`config.mk`:
```
export PLATFORM = sky130hd
export DESIGN_NAME = cmdq_starve_arb
export DESIGN_NICKNAME = d
export VERILOG_FILES = /design/src/rtl/cmdq_pkg.sv /design/src/rtl/cmdq_slot.sv /design/src/rtl/cmdq_age.sv /design/src/rtl/cmdq_pick.sv /design/src/rtl/cmdq_starve_arb.sv
export SDC_FILE = /design/constraint.sdc
export NUM_CORES = 1
export LEC_CHECK = 0
export BUFFER_PORTS_ARGS = -buffer_cell sky130_fd_sc_hd__buf_2
export CAP_MARGIN = 10
export CORE_MARGIN = 1.5
export CORE_UTILIZATION = 45
export DETAILED_ROUTE_END_ITERATION = 16
export SLEW_MARGIN = 20
export SYNTH_ARGS = -nofsm -noshare
export SYNTH_HDL_FRONTEND = slang
export SYNTH_HIERARCHICAL = 1
export SYNTH_SLANG_ARGS = --single-unit
```
`constraint.sdc`:
```
create_clock -name clk -period 7 [get_ports clk]
set_input_delay 0.7 -clock clk [delete_from_list [all_inputs] [get_ports clk]]
set_output_delay 0.7 -clock clk [all_outputs]
set_load 0.01 [all_outputs]
```
`src/rtl/cmdq_pkg.sv`:
```
package cmdq_pkg;
  // Chip-select encoding used by the per-chip empty flags.
  typedef enum logic {
    CS_LO = 1'b0,
    CS_HI = 1'b1
  } chip_sel_e;

  // Which rule chose the presented entry.
  typedef enum logic [1:0] {
    PICK_NONE   = 2'd0,
    PICK_AGED   = 2'd1,
    PICK_OLDEST = 2'd2
  } pick_src_e;
endpackage

```
`src/rtl/cmdq_slot.sv`:
```
module cmdq_slot #(
  parameter int ID_W  = 12,
  parameter int PLD_W = 16,
  parameter int TMO_W = 12
) (
  input  logic             clk,
  input  logic             rst_n,
  input  logic             load,
  input  logic [TMO_W-1:0] load_tmo,
  input  logic [ID_W-1:0]  load_id,
  input  logic             load_chip,
  input  logic [PLD_W-1:0] load_data,
  input  logic             issue,
  output logic             vld,
  output logic             expired,
  output logic [ID_W-1:0]  id,
  output logic             chip,
  output logic [PLD_W-1:0] data
);
  logic [TMO_W-1:0] cnt;

  always_ff @(posedge clk) begin
    if (!rst_n) begin
      vld  <= 1'b0;
      cnt  <= '0;
      id   <= '0;
      chip <= 1'b0;
      data <= '0;
    end else if (load) begin
      vld  <= 1'b1;
      cnt  <= load_tmo;
      id   <= load_id;
      chip <= load_chip;
      data <= load_data;
    end else if (issue) begin
      vld <= 1'b0;
    end else if (vld && (cnt != '0)) begin
      cnt <= cnt - 1'b1;
    end
  end

  assign expired = vld && (cnt == '0);

  // a slot is only written while free
  a_r2_load_free: assert property (@(posedge clk) disable iff (!rst_n)
    load |-> !vld);
  // once expired, the entry stays expired until issued
  a_r3_hold_expired: assert property (@(posedge clk) disable iff (!rst_n)
    (expired && !issue && !load) |=> expired);
  // an issued slot is empty on the next cycle
  a_r6_issue_frees: assert property (@(posedge clk) disable iff (!rst_n)
    (issue && !load) |=> !vld);
endmodule

```
`src/rtl/cmdq_age.sv`:
```
module cmdq_age #(
  parameter int DEPTH = 8
) (
  input  logic             clk,
  input  logic             rst_n,
  input  logic [DEPTH-1:0] vld,
  input  logic [DEPTH-1:0] alloc,
  output logic [DEPTH-1:0] oldest
);
  // older[i][j] = 1 means slot i was written before slot j
  logic [DEPTH-1:0] older [DEPTH];

  always_ff @(posedge clk) begin
    if (!rst_n) begin
      for (int i = 0; i < DEPTH; i++) older[i] <= '0;
    end else begin
      for (int k = 0; k < DEPTH; k++) begin
        if (alloc[k]) begin
          older[k] <= '0;
          for (int j = 0; j < DEPTH; j++)
            if (j != k) older[j][k] <= 1'b1;
        end
      end
    end
  end

  always_comb begin
    for (int i = 0; i < DEPTH; i++) begin
      oldest[i] = vld[i];
      for (int j = 0; j < DEPTH; j++)
        if ((j != i) && vld[j] && !older[i][j]) oldest[i] = 1'b0;
    end
  end

  // exactly one oldest entry whenever any entry is held
  a_r5_single_oldest: assert property (@(posedge clk) disable iff (!rst_n)
    $onehot0(oldest) && ((vld != '0) -> (oldest != '0)));
endmodule

```
`src/rtl/cmdq_pick.sv`:
```
module cmdq_pick
  import cmdq_pkg::*;
#(
  parameter int DEPTH = 8,
  localparam int IDX_W = $clog2(DEPTH)
) (
  input  logic             clk,
  input  logic             rst_n,
  input  logic [DEPTH-1:0] vld,
  input  logic [DEPTH-1:0] expired,
  input  logic [DEPTH-1:0] oldest,
  output logic [DEPTH-1:0] grant_oh,
  output logic [IDX_W-1:0] grant_idx,
  output pick_src_e        src
);
  logic [DEPTH-1:0] low_aged;

  // isolate the lowest set bit of the expired vector
  assign low_aged = expired & (~expired + 1'b1);

  always_comb begin
    if (expired != '0) begin
      grant_oh = low_aged;
      src      = PICK_AGED;
    end else if (vld != '0) begin
      grant_oh = oldest;
      src      = PICK_OLDEST;
    end else begin
      grant_oh = '0;
      src      = PICK_NONE;
    end
  end

  always_comb begin
    grant_idx = '0;
    for (int i = 0; i < DEPTH; i++)
      if (grant_oh[i]) grant_idx = IDX_W'(i);
  end

  // an expired entry is chosen whenever one exists
  a_r4_aged_first: assert property (@(posedge clk) disable iff (!rst_n)
    (expired != '0) |-> ((grant_oh & expired) != '0));
  // no lower slot holds an expired entry than the one chosen
  a_r4_lowest_aged: assert property (@(posedge clk) disable iff (!rst_n)
    (expired != '0) |-> (((grant_oh - 1'b1) & expired) == '0));
  // exactly one grant while anything is held
  a_r6_one_grant: assert property (@(posedge clk) disable iff (!rst_n)
    (vld != '0) |-> ($countones(grant_oh) == 1));
endmodule

```
`src/rtl/cmdq_starve_arb.sv`:
```
module cmdq_starve_arb
  import cmdq_pkg::*;
#(
  parameter int DEPTH = 8,
  parameter int ID_W  = 12,
  parameter int TMO_W = 12,
  parameter int PLD_W = 16,
  localparam int IDX_W = $clog2(DEPTH)
) (
  input  logic             clk,
  input  logic             rst_n,
  input  logic             cfg_we,
  input  logic [TMO_W-1:0] cfg_tmo,
  input  logic [ID_W-1:0]  cfg_qos_id,
  input  logic [TMO_W-1:0] cfg_qos_tmo,
  input  logic             cfg_qos_en,
  input  logic             in_valid,
  output logic             in_ready,
  input  logic [ID_W-1:0]  in_id,
  input  logic             in_chip,
  input  logic [PLD_W-1:0] in_data,
  output logic             out_valid,
  input  logic             out_ready,
  output logic [ID_W-1:0]  out_id,
  output logic             out_chip,
  output logic [PLD_W-1:0] out_data,
  output logic [IDX_W-1:0] out_slot,
  output logic             out_expired,
  output logic [1:0]       chip_empty
);
  // configuration registers
  logic [TMO_W-1:0] dflt_tmo_q, qos_tmo_q;
  logic [ID_W-1:0]  qos_id_q;
  logic             qos_en_q;

  always_ff @(posedge clk) begin
    if (!rst_n) begin
      dflt_tmo_q <= '1;
      qos_tmo_q  <= '0;
      qos_id_q   <= '0;
      qos_en_q   <= 1'b0;
    end else if (cfg_we) begin
      dflt_tmo_q <= cfg_tmo;
      qos_tmo_q  <= cfg_qos_tmo;
      qos_id_q   <= cfg_qos_id;
      qos_en_q   <= cfg_qos_en;
    end
  end

  logic [DEPTH-1:0] vld, expired, oldest, free, alloc, grant_oh, issue;
  logic [ID_W-1:0]  s_id   [DEPTH];
  logic             s_chip [DEPTH];
  logic [PLD_W-1:0] s_data [DEPTH];
  logic [IDX_W-1:0] grant_idx;
  pick_src_e        src;
  logic             accept, take;
  logic [TMO_W-1:0] load_tmo;

  assign free     = ~vld;
  assign in_ready = (free != '0);
  assign accept   = in_valid && in_ready;
  assign alloc    = accept ? (free & (~free + 1'b1)) : '0;
  assign load_tmo = (qos_en_q && (in_id == qos_id_q)) ? qos_tmo_q : dflt_tmo_q;

  assign out_valid = (vld != '0);
  assign take      = out_valid && out_ready;
  assign issue     = take ? grant_oh : '0;

  for (genvar g = 0; g < DEPTH; g++) begin : g_slot
    cmdq_slot #(.ID_W(ID_W), .PLD_W(PLD_W), .TMO_W(TMO_W)) u_slot (
      .clk       (clk),
      .rst_n     (rst_n),
      .load      (alloc[g]),
      .load_tmo  (load_tmo),
      .load_id   (in_id),
      .load_chip (in_chip),
      .load_data (in_data),
      .issue     (issue[g]),
      .vld       (vld[g]),
      .expired   (expired[g]),
      .id        (s_id[g]),
      .chip      (s_chip[g]),
      .data      (s_data[g])
    );
  end

  cmdq_age #(.DEPTH(DEPTH)) u_age (
    .clk    (clk),
    .rst_n  (rst_n),
    .vld    (vld),
    .alloc  (alloc),
    .oldest (oldest)
  );

  cmdq_pick #(.DEPTH(DEPTH)) u_pick (
    .clk       (clk),
    .rst_n     (rst_n),
    .vld       (vld),
    .expired   (expired),
    .oldest    (oldest),
    .grant_oh  (grant_oh),
    .grant_idx (grant_idx),
    .src       (src)
  );

  assign out_id      = s_id[grant_idx];
  assign out_chip    = s_chip[grant_idx];
  assign out_data    = s_data[grant_idx];
  assign out_slot    = grant_idx;
  assign out_expired = (src == PICK_AGED);

  always_comb begin
    chip_empty = 2'b11;
    for (int i = 0; i < DEPTH; i++)
      if (vld[i]) chip_empty[chip_sel_e'(s_chip[i])] = 1'b0;
  end

  // a presented command is withdrawn only by issuing it
  a_r6_valid_holds: assert property (@(posedge clk) disable iff (!rst_n)
    (out_valid && !out_ready) |=> out_valid);
  // a full queue gains no entries
  a_r2_no_overflow: assert property (@(posedge clk) disable iff (!rst_n)
    !in_ready |=> ($countones(vld) <= $countones($past(vld))));
  // an empty queue reports both chips empty
  a_r8_all_empty: assert property (@(posedge clk) disable iff (!rst_n)
    !out_valid |-> (chip_empty == 2'b11));
endmodule

```
==> results.py, run 1 <==
metrics = {
    "floorplan": {
        "fp-row-count": 79,
        "core-area_um2": 46360,
        "initial_utilization_pct": 45.36,
        "die_area_um2": 48040,
        "io_pins": 108,
        "die_x_um": 219.2,
        "die_h_um": 219.2,
    },
    "logic_synthesis": {
        "ys_top_cells_by_area": "dfxtp_1 (40%), mux2i_1 (13%), mux4_2 (6.0%)",
        "synth_edf_count": 9,
        "syn_area_um2": 21030,
        "async_flop_share_pct": 0,
        "ys.flop_type": "dfxtp_1",
        "syn_inst": 2048,
        "synth_nets": 2135,
        "synth_top_area_share_pct": 39.98,
        "ys_types": 80,
        "yosys.area.top_type": "dfxtp_1",
        "syn_avg_cell_area_um2": 10.27,
        "yosys_register_bits": 429,
        "ys_seq_area_share_pct": 41.27,
        "yosysWarnings": 6,
    },
    "global_routing": {
        "grt-ovfl-total": 0,
        "grt_usage_pct": 23.73,
        "antenna_found_initial": 2,
        "grt_first_pass_wirelength_um": 88920,
        "grt_max_degree": 166,
        "grt_pass1_vias": 15280,
    },
    "setup_path": {
        "end_kind": "output pin",
        "path_max_fanout": 40,
        "start_kind": "flop",
        "critPathRequiredTime_ns": 6.30,
        "path_class": "flop to output pin",
        "crit_start": "g_slot[1].u_slot/cnt[0]",
        "r2r_start": "g_slot[1].u_slot/cnt[0]",
        "cp.arrival_ns": 4.96,
        "r2r_slack_ns": 3.04,
    },
    "route": {
        "route.detailed.drc": 0,
        "highest_layer": "met5",
        "drt_pass1_iterations": 5,
        "wl_met3_um": 2626,
        "ant_nets": 0,
        "vias": 15640,
        "drt_iter0_drc": 851,
        "wl_met2_um": 26390,
        "wl_um": 56460,
        "drt-met1-wl_um": 26260,
        "via_per_inst": 5.690,
        "routedWlPerCell_um": 20.55,
    },
    "clocking": {
        "cts.htree.levels": 2,
        "root_buffer": "clkbuf_16",
        "cts_buffers": 46,
        "clk_pin_slew_ns": 0.06,
        "clock_sinks": 429,
        "cts_hold_buffers": 0,
        "cts_setup_buffers": 0,
        "cts_tree": "done",
        "clk_latency_ns": 0.58,
        "clk_path_buf_depth": 3,
        "cts_resized": 0,
    },
    "power_and_ir_drop": {
        "total_power_mw": 5.452,
        "power_density_nw_per_um2": 232.5,
        "ir_worst_vdd_mv": 0.2281,
        "leakage_nw": 8.071,
    },
    "timing": {
        "slew_violations": 0,
        "hold_ws_ns": 0.3413,
        "fin_setup_tns_ns": 0,
        "relSlewSlack_pct": 28.31,
        "finalCritPeriodShare_pct": 80.90,
        "period_needed_ns": 5.663,
        "max_freq_mhz": 176.6,
        "fin_skew_ns": 0.01988,
        "rsz0062_at_grt": "false",
        "hold_viol_final": 0,
        "setup_violations": 0,
        "worst_slew_pin_slew_ns": 1.075,
    },
    "place": {
        "portBuffers": 107,
        "gp_congestion": 0.8476,
        "dp_hpwl_um": 35260,
    },
    "finish": {
        "finalNetCount": 2195,
        "syn_to_final_growth_pct": 11.51,
        "drive_gt1_share_pct": 17.24,
        "layout.cells.most_common_list": "dfxtp_1 (420), mux2i_1 (274), nor2b_1 (186)",
        "final_common_cell": "dfxtp_1",
    },
    "min_path": {
        "hp-start": "cfg_tmo[3]",
        "holdCritPathClass": "input pin to flop",
    },
    "outcome": {
        "status": "finished clean",
    },
    "flow_run": {
        "drv_cap": 0,
    },
}
state kept, by name, summed over array words and instances, names as in the netlist:
register	cells
qos_id_q	12
g_slot.u_slot/vld	8
qos_tmo_q	12
g_slot.u_slot/chip	8
u_age/older	56
g_slot.u_slot/id	96
qos_en_q	1
g_slot.u_slot/cnt	96
g_slot.u_slot/data	128
dflt_tmo_q	12
synth_stat cells (all sizes together), types with 11 or more instances:
master	number
ha	16
a21oi	55
nand4	19
a21boi	16
dfxtp	420
or4	20
nor4b	16
nand2b	57
nor4	20
xnor2	23
and3	11
a31oi	35
mux2	49
buf	54
inv	47
nor3	39
or3	26
and2	14
clkbuf	61
o2111ai	13
nand2	44
xor2	24
o21ai	99
nor2b	187
nand3	18
mux2i	274
mux4	58
nor2	179
o22ai	20
o31ai	19
report_power, final:
group | internal [mW] | total (mW) | switching [mW] | leakage, nW
Clock | 1.40 | 2.40 | 1.01 | 0.726
Combinational | 0.204 | 0.488 | 0.285 | 3.85
Sequential | 2.51 | 2.56 | 0.0500 | 3.50
worst paths after layout:
path / end / depth (start not counted)
hold / removal: dflt_tmo_q[3] / 3
hold reg to reg: u_age/older[0][40] / 2
setup / recovery: out_data[0] / 15
setup reg to reg: g_slot[5].u_slot/cnt[7] / 13
final cells by class:
class,count,area [um2]
Tap cell,607,759.5
Fill cell,4236,22910
Inverter,50,190.2
Antenna cell,1,2.502
Sequential cell,429,8678
Multi-Input combinational cell,1454,11640
Clock inverter,7,82.58
Clock buffer,73,1394
Timing Repair Buffer,127,704.4
cells by family after synthesis:
logic type | share of synthesized area [%]
buffers and inverters | 3.635
and+or+nand+nor | 19.59
muxes | 22.25
AOI/OAI and AO/OA | 10.34
adders and majority gates | 0.9520
DFF | 41.27
xor gates and xnor gates | 1.957
metal layers:
metal	up-vias	track usage, %
li1	7527	-
met1	7631	32.30
met2	392	39.19
met3	83	3.257
met4	2	6.849
met5	-	0
through the flow:
| stage | cells | cell area, um2 | setup slack [ns] | utilization [%] |
|---|---|---|---|---|
| final | 2748 | 23450 | 1.337 | 50.58 |
| after CTS | 2747 | 23450 | 1.277 | 50.58 |
| after global placement | 2667 | 21970 | 1.977 | 47.39 |
| after detailed placement | 2667 | 21970 | 1.911 | 47.39 |
| after floorplan | 2048 | 21030 | 2.669 | - |
| after global routing | 2748 | 23450 | 1.071 | 50.58 |
worst max-delay path: stages, from the launching register on:
cell and delay [ns]:
dfxtp_1 0.35, inv_1 0.09, ha_1 0.21, or4b_1 0.24
nor3_1 0.11, and2_1 0.24, nor4_4 0.39, and3_4 0.29
inv_4 0.05, nor2_4 0.15, a221o_1 0.17, a21o_2 0.54
buf_4 0.67, mux4_2 0.40, mux2_4 0.31, buf_2 0.15
(Power assumes the default switching activity.)
==> inputs of run 2 (changes only) <==
==> constraint.sdc (replaced) <==
create_clock -name clk -period 5.1 [get_ports clk]
set_input_delay 0.51 -clock clk [delete_from_list [all_inputs] [get_ports clk]]
set_output_delay 0.51 -clock clk [all_outputs]
set_load 0.01 [all_outputs]
==> results.py, run 2 (synthesis gave the netlist of run 1 again) <==
metrics = {
    "route": {
        "wl_um": 57820,
        "route.detailed.drc": 0,
        "vias": 15710,
        "drt_iter0_drc": 951,
        "ant_nets": 0,
        "drt_pass1_iterations": 5,
        "via_per_inst": 5.679,
        "routedWlPerCell_um": 20.89,
    },
    "clocking": {
        "cts.htree.levels": 2,
        "clk_pin_slew_ns": 0.06,
        "cts_tree": "done",
        "clk_latency_ns": 0.61,
        "clk_path_buf_depth": 3,
        "root_buffer": "clkbuf_16",
        "cts_buffers": 46,
        "clock_sinks": 429,
        "cts_hold_buffers": 0,
    },
    "place": {
        "gp_congestion": 0.8497,
        "pre_cts_ws_ns": 0.3389,
        "portBuffers": 107,
        "dp_hpwl_um": 36040,
    },
    "setup_path": {
        "reg2reg_depth": 13,
        "end_kind": "output pin",
        "critPathRequiredTime_ns": 4.59,
        "start_kind": "flop",
        "r2r-end": "g_slot[5].u_slot/cnt[7]",
        "r2r_slack_ns": 1.34,
        "cp.arrival_ns": 4.45,
        "path_max_fanout": 40,
        "path_class": "flop to output pin",
        "r2r_start": "g_slot[7].u_slot/cnt[0]",
    },
    "power_and_ir_drop": {
        "total_power_mw": 7.685,
        "leakage_nw": 8.302,
        "power_density_nw_per_um2": 321.0,
        "ir_worst_vdd_mv": 0.3324,
    },
    "timing": {
        "relSlewSlack_pct": 27.72,
        "finalCritPeriodShare_pct": 97.20,
        "slew_violations": 0,
        "max_freq_mhz": 201.7,
        "setup_slack_ns": 0.1427,
        "fin_setup_tns_ns": 0,
        "worst_slew_pin_slew_ns": 1.084,
        "hold_viol_final": 0,
        "rsz0062_at_grt": "false",
        "fin_skew_ns": 0.03684,
        "period_needed_ns": 4.957,
        "setup_violations": 0,
        "hold_ws_ns": 0.1303,
    },
    "finish": {
        "drive_gt1_share_pct": 19.21,
        "finalNetCount": 2212,
        "top_regs": "g_slot.u_slot/data: 128 flops, g_slot.u_slot/cnt: 96 flops, g_slot.u_slot/id: 96 flops",
        "final_util_pct": 51.64,
        "n_antenna_cell": 0,
        "final_common_cell": "dfxtp_1",
        "regMostFlops": "g_slot.u_slot/data",
        "layout.cells.most_common_list": "dfxtp_1 (420), mux2i_1 (274), nor2b_1 (186)",
        "largest_reg_flops": 128,
        "syn_to_final_growth_pct": 13.85,
    },
    "floorplan": {
        "initial_utilization_pct": 45.36,
        "die_h_um": 219.2,
        "die_area_um2": 48040,
        "fp-row-count": 79,
        "io_pins": 108,
        "die_x_um": 219.2,
        "core-area_um2": 46360,
    },
    "global_routing": {
        "grt_max_degree": 211,
        "use_met1_pct": 33.16,
        "antenna_found_initial": 3,
        "grt-ovfl-total": 0,
        "top_usage_layer": "met2",
        "grt_pass1_vias": 15690,
        "grt_first_pass_wirelength_um": 90630,
        "grt_usage_pct": 24.19,
        "gr-usage-met2_pct": 39.01,
        "use_met3_pct": 4.324,
    },
    "outcome": {
        "status": "finished clean",
    },
    "min_path": {
        "hold_depth": 3,
        "hp-start": "cfg_tmo[3]",
        "hold_path_end": "dflt_tmo_q[3]",
        "holdCritPathClass": "input pin to flop",
    },
    "flow_run": {
        "drv_cap": 0,
    },
}
==> run 2: final cells by class <==
type,instances,area (um2)
Fill cell,4137,22420
Multi-Input combinational cell,1455,11760
Sequential cell,429,8678
Clock buffer,64,1340
Timing Repair Buffer,143,1005
Tap cell,607,759.5
Clock inverter,19,214.0
Inverter,50,190.2
==> run 2: worst max-delay path: stages, from the launching register on <==
cell and delay (ns):
dfxtp_1 0.36, inv_1 0.11, ha_1 0.16, or4b_4 0.51, nor3_2 0.24, and2_1 0.22
nor2_1 0.09, and3_4 0.20, a32o_1 0.26, a221o_1 0.36, a21o_4 0.32, buf_12 0.23
mux4_2 0.32, mux2_4 0.30, buf_2 0.15
==> run 2: what timing repair did <==
item / CTS / global route
endpoints found under the hold margin: 0 / 0
setup buffers: 2 / 0
gates cloned: 1 / 5
resized for setup: 10 / 22
endpoints found under the setup margin: 29 / 29
pin swaps: 3 / 6
==> run 2: where the power goes <==
group	switching, mW	leakage, nW	internal [mW]
Sequential	0.0623	3.50	3.45
Combinational	0.416	4.02	0.316
Clock	1.41	0.781	2.04
==> run 2: metrics by stage <==
stage	cells	area, um2
after floorplan	2048	21030
after global placement	2676	22090
after detailed placement	2676	22090
after CTS	2762	23740
after global routing	2767	23940
final	2767	23940
==> run 2: layer usage <==
| layer | wire length (um) | vias to the layer above |
|---|---|---|
| li1 | - | 7550 |
| met1 | 26820 | 7681 |
| met2 | 26460 | 389 |
| met3 | 3020 | 91 |
| met4 | 1507 | 2 |
| met5 | 7 | - |
==> run 2: worst max-delay path by stage <==
| stage | start | to | slack (ns) | depth (start not counted) |
|---|---|---|---|---|
| after detailed placement | g_slot[0].u_slot/cnt[0] | out_id[10] | 0.34 | 14 |
| after global placement | g_slot[0].u_slot/cnt[0] | out_id[11] | 0.44 | 14 |
| after CTS | g_slot[3].u_slot/cnt[0] | out_id[8] | 0.0007 | 15 |
| after global routing | g_slot[7].u_slot/cnt[0] | out_id[10] | 0.0008 | 14 |
| after floorplan | g_slot[0].u_slot/cnt[0] | out_chip | 0.96 | 14 |
| final | g_slot[7].u_slot/cnt[0] | out_id[10] | 0.14 | 14 |
==> inputs of run 3 (changes only) <==
--- a/config.mk
+++ b/config.mk
@@ -10,6 +10,7 @@
 export CORE_MARGIN = 1.5
 export CORE_UTILIZATION = 45
 export DETAILED_ROUTE_END_ITERATION = 16
+export MAX_ROUTING_LAYER = met4
 export SLEW_MARGIN = 20
 export SYNTH_ARGS = -nofsm -noshare
 export SYNTH_HDL_FRONTEND = slang
==> results.py, run 3 (synthesis gave the netlist of run 1 again) <==
metrics = {
    "place": {
        "portBuffers": 107,
        "gp_congestion": 0.8631,
        "pre_cts_ws_ns": 0.3389,
        "dp_hpwl_um": 36040,
    },
    "floorplan": {
        "die_area_um2": 48040,
        "io_pins": 108,
        "initial_utilization_pct": 45.36,
        "fp-row-count": 79,
        "die_x_um": 219.2,
        "core-area_um2": 46360,
        "die_h_um": 219.2,
    },
    "route": {
        "drt_iter0_drc": 945,
        "via_per_inst": 5.718,
        "route.detailed.drc": 0,
        "wl_um": 57940,
        "vias": 15830,
        "routedWlPerCell_um": 20.92,
        "ant_nets": 0,
        "drt_pass1_iterations": 5,
    },
    "power_and_ir_drop": {
        "power_frac_clock_pct": 44.9,
        "ir_worst_vdd_mv": 0.3332,
        "pwr-share-seq_pct": 45.6,
        "switching_share_pct": 24.56,
        "combPwrFrac_pct": 9.5,
        "p_int_mw": 5.800,
        "power_density_nw_per_um2": 321.1,
        "total_power_mw": 7.689,
        "leakage_nw": 8.302,
        "p_switching_mw": 1.888,
    },
    "clocking": {
        "clk_pin_slew_ns": 0.06,
        "clk_latency_ns": 0.61,
        "clk_path_buf_depth": 3,
        "cts_hold_buffers": 0,
        "root_buffer": "clkbuf_16",
        "cts_buffers": 46,
        "clock_sinks": 429,
        "cts_tree": "done",
        "cts.htree.levels": 2,
    },
    "global_routing": {
        "grt_usage_pct": 24.90,
        "grt_pass1_vias": 15670,
        "grt_max_degree": 211,
        "grt-ovfl-total": 0,
        "grt_first_pass_wirelength_um": 90610,
        "antenna_found_initial": 3,
    },
    "setup_path": {
        "start_kind": "flop",
        "end_kind": "output pin",
        "r2r_slack_ns": 1.33,
        "path_class": "flop to output pin",
        "crit_start": "g_slot[7].u_slot/cnt[0]",
        "reg2reg_depth": 13,
        "cp.arrival_ns": 4.45,
        "path_max_fanout": 40,
        "crit_path_end": "out_data[2]",
        "r2r_start": "g_slot[7].u_slot/cnt[0]",
        "r2r-end": "g_slot[5].u_slot/cnt[7]",
        "critPathRequiredTime_ns": 4.59,
        "cpPeakStageDelay_ns": 0.51,
        "worstPathCellList": "inv_1 > ha_1 > or4b_4 > nor3_2 > and2_1 > nor2_1 > and3_4 > a32o_1 > a221o_1 > a21o_4 > buf_12 > mux4_2 > mux2_4 > buf_2",
        "slowest_stage": "or4b_4",
    },
    "timing": {
        "fin_skew_ns": 0.03620,
        "rsz0062_at_grt": "false",
        "finalCritPeriodShare_pct": 97.18,
        "fin_setup_tns_ns": 0,
        "setup_violations": 0,
        "hold_viol_final": 0,
        "setup_slack_ns": 0.1437,
        "period_needed_ns": 4.956,
        "max_freq_mhz": 201.8,
        "relSlewSlack_pct": 27.38,
        "worst_slew_pin_slew_ns": 1.089,
        "slew_violations": 0,
    },
    "finish": {
        "finalNetCount": 2212,
        "regMostFlops": "g_slot.u_slot/data",
        "top_regs": "g_slot.u_slot/data: 128 flops, g_slot.u_slot/cnt: 96 flops, g_slot.u_slot/id: 96 flops",
        "largest_reg_flops": 128,
        "final_util_pct": 51.66,
        "drive_gt1_share_pct": 19.21,
        "final_common_cell": "dfxtp_1",
        "seq_area_um2": 8678,
        "nFillCells": 4138,
        "layout.cells.most_common_list": "dfxtp_1 (420), mux2i_1 (274), nor2b_1 (186)",
        "syn_to_final_growth_pct": 13.88,
        "multi_input_area_um2": 11760,
    },
    "min_path": {
        "holdCritPathClass": "input pin to flop",
    },
    "outcome": {
        "status": "finished clean",
    },
    "flow_run": {
        "drv_cap": 0,
    },
}
run 3: how the worst min path moves through the flow:
stage                        from                  to  slack [ns]  depth (start not counted)
2_1_floorplan  u_age/older[0][32]  u_age/older[0][32]        0.43                          2
3_3_place_gp   u_age/older[0][47]  u_age/older[0][47]        0.44                          2
3_5_place_dp   u_age/older[0][24]  u_age/older[0][24]        0.45                          2
4_1_cts                cfg_tmo[3]       dflt_tmo_q[3]        0.10                          3
5_1_grt               cfg_tmo[11]      dflt_tmo_q[11]        0.13                          3
6_report               cfg_tmo[1]       dflt_tmo_q[1]        0.13                          3
run 3: power groups by stage:
| stage | clock network, mW | logic [mW] | registers [mW] |
|---|---|---|---|
| 6_report | 3.45 | 0.733 | 3.51 |
| 5_1_grt | 3.67 | 0.795 | 3.52 |
| 4_1_cts | 3.53 | 0.705 | 3.51 |
| 3_5_place_dp | 0 | 0.687 | 3.58 |
| 3_3_place_gp | 0 | 0.677 | 3.58 |
| 2_1_floorplan | 0 | 0.469 | 3.56 |
run 3: final cells by class:
cell class	count	area share, %
multi-input combinational	1455	49.09
timing repair buffer	143	4.196
inverter	50	0.7942
clock inverter	19	0.8935
sequential	429	36.24
clock buffer	64	5.596
tap	607	3.172
antenna	2	0.02090
run 3: stage by stage:
| step | instances | hold WS [ns] | instance area (um2) |
|---|---|---|---|
| final | 2769 | 0.1280 | 23950 |
| after detailed placement | 2676 | 0.4527 | 22090 |
| after floorplan | 2048 | 0.4261 | 21030 |
| after CTS | 2762 | 0.1009 | 23740 |
| after global placement | 2676 | 0.4385 | 22090 |
| after global routing | 2768 | 0.1306 | 23940 |
run 3: per-layer routing:
layer	up-vias	wire length [um]	GRT usage, %
met2	391	26790	39.02
met3	87	2617	4.158
met4	0	1351	6.667
met5	-	0	-
met1	7795	27180	33.28
li1	7560	-	-
run 3: worst max-delay path, delay by kind of cell (launching register included):
| family | cells | cell delay [ns] |
|---|---|---|
| compound gates | 3 | 0.93 |
| fa+ha+maj | 1 | 0.16 |
| buf+inv | 3 | 0.49 |
| flops | 1 | 0.36 |
| mux | 2 | 0.61 |
| simple gates | 5 | 1.27 |
run 3: timing repair:
| item | CTS | global route |
|---|---|---|
| pin swaps | 3 | 6 |
| hold endpoints to repair | 0 | 0 |
| resized for setup | 10 | 22 |
| endpoints found under the setup margin | 29 | 29 |
| setup buffers | 2 | 0 |
| cloned | 1 | 5 |
